--- src/rtl/rlfsr_pkg.sv ---
package rlfsr_pkg;

  typedef enum logic {
    FB_EXTERNAL = 1'b0,
    FB_INTERNAL = 1'b1
  } fb_mode_e;

  typedef enum logic [1:0] {
    ACT_NONE = 2'd0,
    ACT_SEED = 2'd1,
    ACT_POLY = 2'd2,
    ACT_STEP = 2'd3
  } act_e;

  // One action per cycle: seed load beats polynomial load beats a step.
  function automatic act_e pick_action(input logic seed_ld, input logic poly_ld,
                                       input logic en);
    if (seed_ld)      return ACT_SEED;
    else if (poly_ld) return ACT_POLY;
    else if (en)      return ACT_STEP;
    else              return ACT_NONE;
  endfunction

endpackage

--- src/rtl/rlfsr_coef_reg.sv ---
module rlfsr_coef_reg #(
  parameter int WIDTH = 8
) (
  input  logic             clk,
  input  logic             rst,
  input  logic             load,
  input  logic [WIDTH-1:0] d,
  output logic [WIDTH-1:0] q
);
  always_ff @(posedge clk) begin
    if (rst)       q <= '0;
    else if (load) q <= d;
  end
endmodule

--- src/rtl/rlfsr_feedback.sv ---
module rlfsr_feedback #(
  parameter int WIDTH = 8
) (
  input  logic [WIDTH-1:0]     state,
  input  logic [WIDTH-1:0]     coef,
  input  rlfsr_pkg::fb_mode_e  mode,
  output logic [WIDTH-1:0]     nxt,
  output logic                 ext_bit,
  output logic                 out_bit
);
  localparam int LAST = WIDTH - 1;

  logic [WIDTH-1:0] tap_and;
  logic [WIDTH-1:0] ext_nxt;
  logic [WIDTH-1:0] int_nxt;

  assign out_bit = state[0];

  genvar j;
  generate
    for (j = 0; j < WIDTH; j++) begin : g_tap
      assign tap_and[j] = state[j] & coef[j];
    end
    for (j = 0; j < LAST; j++) begin : g_stage
      assign ext_nxt[j] = state[j+1];
      assign int_nxt[j] = state[j+1] ^ (out_bit & coef[j+1]);
    end
  endgenerate

  assign ext_bit       = ^tap_and;
  assign ext_nxt[LAST] = ext_bit;
  assign int_nxt[LAST] = out_bit;

  always_comb begin
    case (mode)
      rlfsr_pkg::FB_INTERNAL: nxt = int_nxt;
      default:                nxt = ext_nxt;
    endcase
  end
endmodule

--- src/rtl/rlfsr_state_reg.sv ---
module rlfsr_state_reg #(
  parameter int WIDTH = 8
) (
  input  logic             clk,
  input  logic             rst,
  input  logic             load,
  input  logic             step,
  input  logic [WIDTH-1:0] seed,
  input  logic [WIDTH-1:0] nxt,
  output logic [WIDTH-1:0] q
);
  logic [WIDTH-1:0] d;

  genvar j;
  generate
    for (j = 0; j < WIDTH; j++) begin : g_flop
      // per-flop selector: seed, feedback or hold
      assign d[j] = load ? seed[j] : (step ? nxt[j] : q[j]);
      always_ff @(posedge clk) begin
        if (rst) q[j] <= 1'b0;
        else     q[j] <= d[j];
      end
    end
  endgenerate
endmodule

--- src/rtl/rlfsr_core.sv ---
module rlfsr_core #(
  parameter int WIDTH = 8
) (
  input  logic             clk,
  input  logic             rst,
  input  logic             en,
  input  logic             mode_i,
  input  logic [WIDTH-1:0] seed_i,
  input  logic             seed_ld,
  input  logic [WIDTH-1:0] poly_i,
  input  logic             poly_ld,
  output logic [WIDTH-1:0] state_o
);
  rlfsr_pkg::act_e     act;
  rlfsr_pkg::fb_mode_e mode_e;
  logic                ev_seed;
  logic                ev_poly;
  logic                ev_step;
  logic [WIDTH-1:0]    coef_q;
  logic [WIDTH-1:0]    state_q;
  logic [WIDTH-1:0]    step_val;
  logic                ext_bit;
  logic                out_bit;

  assign act     = rlfsr_pkg::pick_action(seed_ld, poly_ld, en);
  assign ev_seed = (act == rlfsr_pkg::ACT_SEED);
  assign ev_poly = (act == rlfsr_pkg::ACT_POLY);
  assign ev_step = (act == rlfsr_pkg::ACT_STEP);
  assign mode_e  = rlfsr_pkg::fb_mode_e'(mode_i);

  rlfsr_coef_reg #(.WIDTH(WIDTH)) u_coef (
    .clk  (clk),
    .rst  (rst),
    .load (ev_poly),
    .d    (poly_i),
    .q    (coef_q)
  );

  rlfsr_feedback #(.WIDTH(WIDTH)) u_fb (
    .state   (state_q),
    .coef    (coef_q),
    .mode    (mode_e),
    .nxt     (step_val),
    .ext_bit (ext_bit),
    .out_bit (out_bit)
  );

  rlfsr_state_reg #(.WIDTH(WIDTH)) u_state (
    .clk  (clk),
    .rst  (rst),
    .load (ev_seed),
    .step (ev_step),
    .seed (seed_i),
    .nxt  (step_val),
    .q    (state_q)
  );

  assign state_o = state_q;
endmodule

--- config.mk ---
export PLATFORM = sky130hd
export DESIGN_NAME = rlfsr_core
export DESIGN_NICKNAME = d
export VERILOG_FILES = /design/src/rtl/rlfsr_pkg.sv /design/src/rtl/rlfsr_coef_reg.sv /design/src/rtl/rlfsr_feedback.sv /design/src/rtl/rlfsr_state_reg.sv /design/src/rtl/rlfsr_core.sv
export SDC_FILE = /design/constraint.sdc
export NUM_CORES = 1
export LEC_CHECK = 0
export BUFFER_PORTS_ARGS = -buffer_cell sky130_fd_sc_hd__clkbuf_2
export CORE_MARGIN = 5
export CORE_UTILIZATION = 51
export CTS_CLUSTER_SIZE = 25
export DETAILED_ROUTE_END_ITERATION = 6
export PLACE_DENSITY_LB_ADDON = 0.05
export SETUP_SLACK_MARGIN = 0.1
export SYNTH_ARGS = -nofsm -noshare
export SYNTH_HDL_FRONTEND = slang
export SYNTH_SLANG_ARGS = --single-unit
--- constraint.sdc ---
create_clock -name clk -period 2.2 [get_ports clk]
set_input_delay 0.11 -clock clk [delete_from_list [all_inputs] [get_ports clk]]
set_output_delay 0.11 -clock clk [all_outputs]
set_load 0.005 [all_outputs]
==> impl_metrics.toml, run 1 <==
[sta]
hold_slack_ns = 0.0468
setup_viol = 0
hold_viol = 0
fmax_mhz = 765
period_minus_slack_ns = 1.31
tightest_slew_ns = 0.840
drv_slew = 0
finalWorstSetupSlack_ns = 0.893
skew_ns = 0.00587
max_slew_margin_pct = 44.0
tns_ns = 0
rsz0062_at_grt = "no"
period_share_pct = 59.4

[final_layout]
drive_above_1_share_pct = 30.6
fin_area_um2 = 993
fillers = 150
nets = 148
n_antenna_cell = 0
area_delta_synth_final_pct = 17.3

[die]
fp.dieW_um = 50.8
dieHeight_um = 50.8
rows = 14
dieArea_mm2 = 0.00258
core_mm2 = 0.00154
num_io_pins = 30
start_util_pct = 55.0

[global_routing]
first_global_vias = 661
grt.total_usage_pct = 14.5
antenna_found_initial = 0
overflow = 0
grt_first_pass_wirelength_um = 2900
grt_max_degree = 18

[synth]
yosysUniqueCellTypes = 21
seq_area_frac_synth_pct = 37.8
yosysTopAreaCell = "dfxtp_1"
synth_area_leaders = "dfxtp_1, xnor2_1, mux2i_1, nor2_1, a222oi_1"
synth_cells = 99
synthesis.nets = 121
synth_seq_cells = 16
synth_warnings = 0
avgSynthCellArea_um2 = 8.56
synth_top_area_share_pct = 37.8
synth_area_um2 = 847

[worst_setup_path]
worst-setup-path-type = "reg -> reg"
r2r-end = "u_state.q[3]"
cp.arrival_ns = 1.48
startpoint = "u_state.q[0]"
critPathCapture = "u_state.q[3]"
reg2reg_slack_ns = 0.89
r2r_cells = 5
r2r-start = "u_state.q[0]"
worstPathMaxFanout = 8
startpoint_type = "flop"
crit_required_ns = 2.37
end_kind = "flop"

[detailed_routing]
viasPerCell = 5.13
vias = 718
drt-initial-drc-count = 28
wl_um = 1780
wl_per_cell_um = 12.7
remaining_drc_errors = 0
ant_nets = 0
drtPass1Iterations = 5

[place]
dp_hpwl_um = 1340
placed_area_um2 = 971
numPortBuffers = 29
routabilityCongestion = 0.775
pre_cts_slack_ns = 0.760

[pwr]
seqPwrFrac_pct = 56.6
switching_power_w = 0.000150
intPower_w = 0.000420
p_leak_nw = 0.456
swShare_pct = 26.3
pwr-share-comb_pct = 16.5
p_per_area_mw_per_mm2 = 574
vdd_ir_drop_max_mv = 0.351
p_clk_share_pct = 26.9

[outcome]
status = "finished clean"

[clock_network]
cts_tree = "yes"
ctsResizeCount = 0
cts_setup_buffers = 0
postCtsHoldBufs = 0
cts-root-buf = "clkbuf_4"
path_clk_slew_ns = 0.09
cts_buffer_depth = 2
cts_made_buffers = 3
insertion_delay_ns = 0.29
cts.sinks = 16
htree_levels = 1

[hold_path]
worst_hold_path_type = "in -> reg"
hold_depth = 3

[flow_run]
drv_cap = 0
==> placed cells by master, fill, tap and decap left out <==
| cell type | count |
|---|---|
| clkbuf_4 | 3 |
| nand2b_1 | 1 |
| nand2_2 | 5 |
| xor2_1 | 2 |
| clkbuf_2 | 29 |
| o21ai_0 | 2 |
| or4_1 | 1 |
| xnor2_1 | 12 |
| o22ai_1 | 1 |
| inv_1 | 3 |
| mux2i_1 | 9 |
| a21oi_1 | 6 |
| and2_4 | 1 |
| nor2b_1 | 1 |
| dfxtp_1 | 16 |
| nand2_1 | 12 |
| a222oi_1 | 5 |
| nor2_1 | 14 |
| nor3b_1 | 1 |
==> cells in the mapped netlist, drive strengths merged <==
master and n:
nor2b 1, mux2i 9, inv 3, xor2 2, dfxtp 16, xnor2 12
or4 1, nor3b 1, o22ai 1, nor2 14, nand2b 1, a222oi 5
a21oi 6, clkbuf 2, buf 5, and2 1, nand2 17, o21ai 2
==> per-stage QoR <==
stage	instances	utilization, %	total power [W]
finish	140	64.4	0.000570
global route	140	64.4	0.000611
CTS	140	64.4	0.000579
detailed placement	137	63.0	0.000425
global placement	137	63.0	0.000423
floorplan	99	-	0.000390
==> registers in the layout, summed over array words and instances, names as in the netlist <==
name,cells
u_coef.q,8
u_state.q,8
==> worst max-delay path: stages, from the launching register on <==
cell	delay, ns
dfxtp_1	0.38
and2_4	0.24
nand2_2	0.07
xnor2_1	0.12
a222oi_1	0.32
nor2_1	0.06
==> cells by family after synthesis <==
family / count (synthesis) / share of synthesized area [%]
simple gates: 36 / 19.5
buf+inv: 10 / 6.20
xor+xnor: 14 / 14.5
compound gates: 14 / 11.4
flops: 16 / 37.8
mux: 9 / 10.6
==> per-layer routing <==
metal,routed length (um),GRT usage [%]
met5,0,0
met4,29,6.38
met3,159,4.73
met2,792,21.9
met1,797,18.6
==> power groups by stage <==
stage          Clock (W)  Combinational (W)  Sequential, W
2_1_floorplan          0          0.0000633       0.000327
3_3_place_gp           0          0.0000941       0.000329
3_5_place_dp           0          0.0000953       0.000330
4_1_cts         0.000160          0.0000957       0.000323
5_1_grt         0.000180           0.000105       0.000326
6_report        0.000153          0.0000942       0.000323
==> worst min-delay path by stage <==
stage	startpoint	endpoint	slack (ns)
final	poly_i[4]	u_coef.q[4]	0.05
after global routing	poly_i[5]	u_coef.q[5]	0.05
after CTS	poly_i[6]	u_coef.q[6]	0.05
after detailed placement	poly_i[6]	u_coef.q[6]	0.35
after global placement	poly_i[7]	u_coef.q[7]	0.34
after floorplan	poly_i[0]	u_coef.q[0]	0.25
==> cell type report <==
class	instances	area, um^2	area share (%)
multi-input combinational	73	474	47.7
sequential	16	320	32.2
timing repair buffer	29	145	14.6
clock buffer	3	22.5	2.27
tap	16	20.0	2.02
inverter	3	11.3	1.13
(Power assumes the default switching activity.)
==> run 2: changes to the inputs <==
--- a/config.mk
+++ b/config.mk
@@ -7,7 +7,7 @@
 export LEC_CHECK = 0
 export BUFFER_PORTS_ARGS = -buffer_cell sky130_fd_sc_hd__clkbuf_2
 export CORE_MARGIN = 5
-export CORE_UTILIZATION = 51
+export CORE_UTILIZATION = 43
 export CTS_CLUSTER_SIZE = 25
 export DETAILED_ROUTE_END_ITERATION = 6
 export PLACE_DENSITY_LB_ADDON = 0.05
==> constraint.sdc (replaced) <==
create_clock -name clk -period 1.1 [get_ports clk]
set_input_delay 0.055 -clock clk [delete_from_list [all_inputs] [get_ports clk]]
set_output_delay 0.055 -clock clk [all_outputs]
set_load 0.005 [all_outputs]
==> impl_metrics.toml, run 2 (synthesized netlist as in run 1, its figures left out) <==
[outcome]
status = "finished, violations left"
violations = "negative setup slack"

[sta]
finalWorstSetupSlack_ns = -0.223
hold_viol = 0
tightest_slew_ns = 0.707
drv_slew = 0
setup_viol = 8
max_slew_margin_pct = 52.8
period_share_pct = 120
tns_ns = -1.16
fmax_mhz = 756
rsz0062_at_grt = "yes"
skew_ns = 0.00271
period_minus_slack_ns = 1.32
hold_slack_ns = 0.000306

[die]
rows = 16
dieHeight_um = 54.4
fp.dieW_um = 54.4
core_mm2 = 0.00192
start_util_pct = 44.1
num_io_pins = 30
dieArea_mm2 = 0.00296

[clock_network]
htree_levels = 1
cts_tree = "yes"
cts_made_buffers = 3
cts-root-buf = "clkbuf_4"
cts.sinks = 16
insertion_delay_ns = 0.29
cts_buffer_depth = 2
path_clk_slew_ns = 0.09

[detailed_routing]
viasPerCell = 4.95
vias = 906
wl_um = 2440
drtPass1Iterations = 4
remaining_drc_errors = 0
ant_nets = 0
wl_per_cell_um = 13.3
drt-initial-drc-count = 35

[place]
pre_cts_slack_ns = -0.147
routabilityCongestion = 0.761
numPortBuffers = 29
dp_hpwl_um = 1710
placed_area_mm2 = 0.00116

[worst_setup_path]
worstPathMaxFanout = 6
cp.arrival_ns = 1.50
end_kind = "flop"
crit_required_ns = 1.28
startpoint_type = "flop"
worst-setup-path-type = "reg -> reg"

[final_layout]
top_regs = "u_coef.q x8, u_state.q x8"
fin_area_mm2 = 0.00135
finish.utilization_pct = 70.1
area_delta_synth_final_pct = 59.1
final_cell_mix = "clkbuf_2, buf_4, nor2_1"
layout_commonest_cell = "clkbuf_2"
fillers = 177
drive_above_1_share_pct = 52.3
nets = 178

[flow_run]
drv_cap = 0

[global_routing]
first_global_vias = 847
overflow = 0
grt.total_usage_pct = 19.1
grt_first_pass_wirelength_um = 3900
grt_max_degree = 17
antenna_found_initial = 1

[pwr]
seqPwrFrac_pct = 47.1
swShare_pct = 25.7
pwr-share-comb_pct = 24.1
vdd_ir_drop_max_mv = 0.924
switching_power_w = 0.000346
p_clk_share_pct = 28.8
intPower_w = 0.000999
p_per_area_mw_per_mm2 = 998
p_leak_nw = 0.681

[hold_path]
worst_hold_path_type = "in -> reg"
-- run 2: path summary, 6_finish.rpt --
path	startpoint	endpoint	slack [ns]	cells past startpoint
max	u_state.q[0]	u_state.q[4]	-0.22	6
min reg2reg	u_state.q[0]	u_state.q[0]	0.52	2
max reg2reg	u_state.q[0]	u_state.q[4]	-0.22	6
min	poly_i[2]	u_coef.q[2]	0.0003	3
-- run 2: metal layers --
layer	part of all wire (%)	global-route usage [%]	routed length, um
met1	40	23.2	985
met2	49	31.5	1190
met3	7.0	5.18	170
met4	3.7	7.88	91
met5	0	0	0
-- run 2: layout make-up --
class | instances | area [um^2] | share of cell area, %
Clock buffer | 4 | 36.3 | 2.69
Antenna cell | 1 | 2.50 | 0.186
Inverter | 3 | 11.3 | 0.836
Tap cell | 27 | 33.8 | 2.51
Timing Repair Buffer | 59 | 408 | 30.3
Sequential cell | 16 | 329 | 24.4
Multi-Input combinational cell | 73 | 527 | 39.1
-- run 2: power by group through the flow --
| stage | registers [W] | logic [W] | clock network [W] |
|---|---|---|---|
| floorplan | 0.000654 | 0.000128 | 0 |
| global placement | 0.000643 | 0.000277 | 0 |
| detailed placement | 0.000643 | 0.000282 | 0 |
| CTS | 0.000635 | 0.000301 | 0.000404 |
| global route | 0.000638 | 0.000353 | 0.000427 |
| finish | 0.000634 | 0.000324 | 0.000388 |
-- run 2: critical path: stages, from the launching register on --
cell	delay (ns)
dfxtp_2	0.35
and2_4	0.20
buf_12	0.12
nand2_4	0.04
xnor2_2	0.13
a222oi_1	0.30
nor2_1	0.08
-- run 2: metrics by stage --
stage	power, W	instances
after CTS	0.00134	179
after detailed placement	0.000926	169
after global routing	0.00142	183
after floorplan	0.000782	99
final	0.00135	183
after global placement	0.000920	169
-- run 2: timing repair --
action | CTS | global route
endpoints found under the hold margin | 4 | 0
setup endpoints to repair | 8 | 8
hold buffers | 4 | 0
setup buffers | 2 | 3
gates resized for setup | 12 | 6
pin swaps | 8 | 12
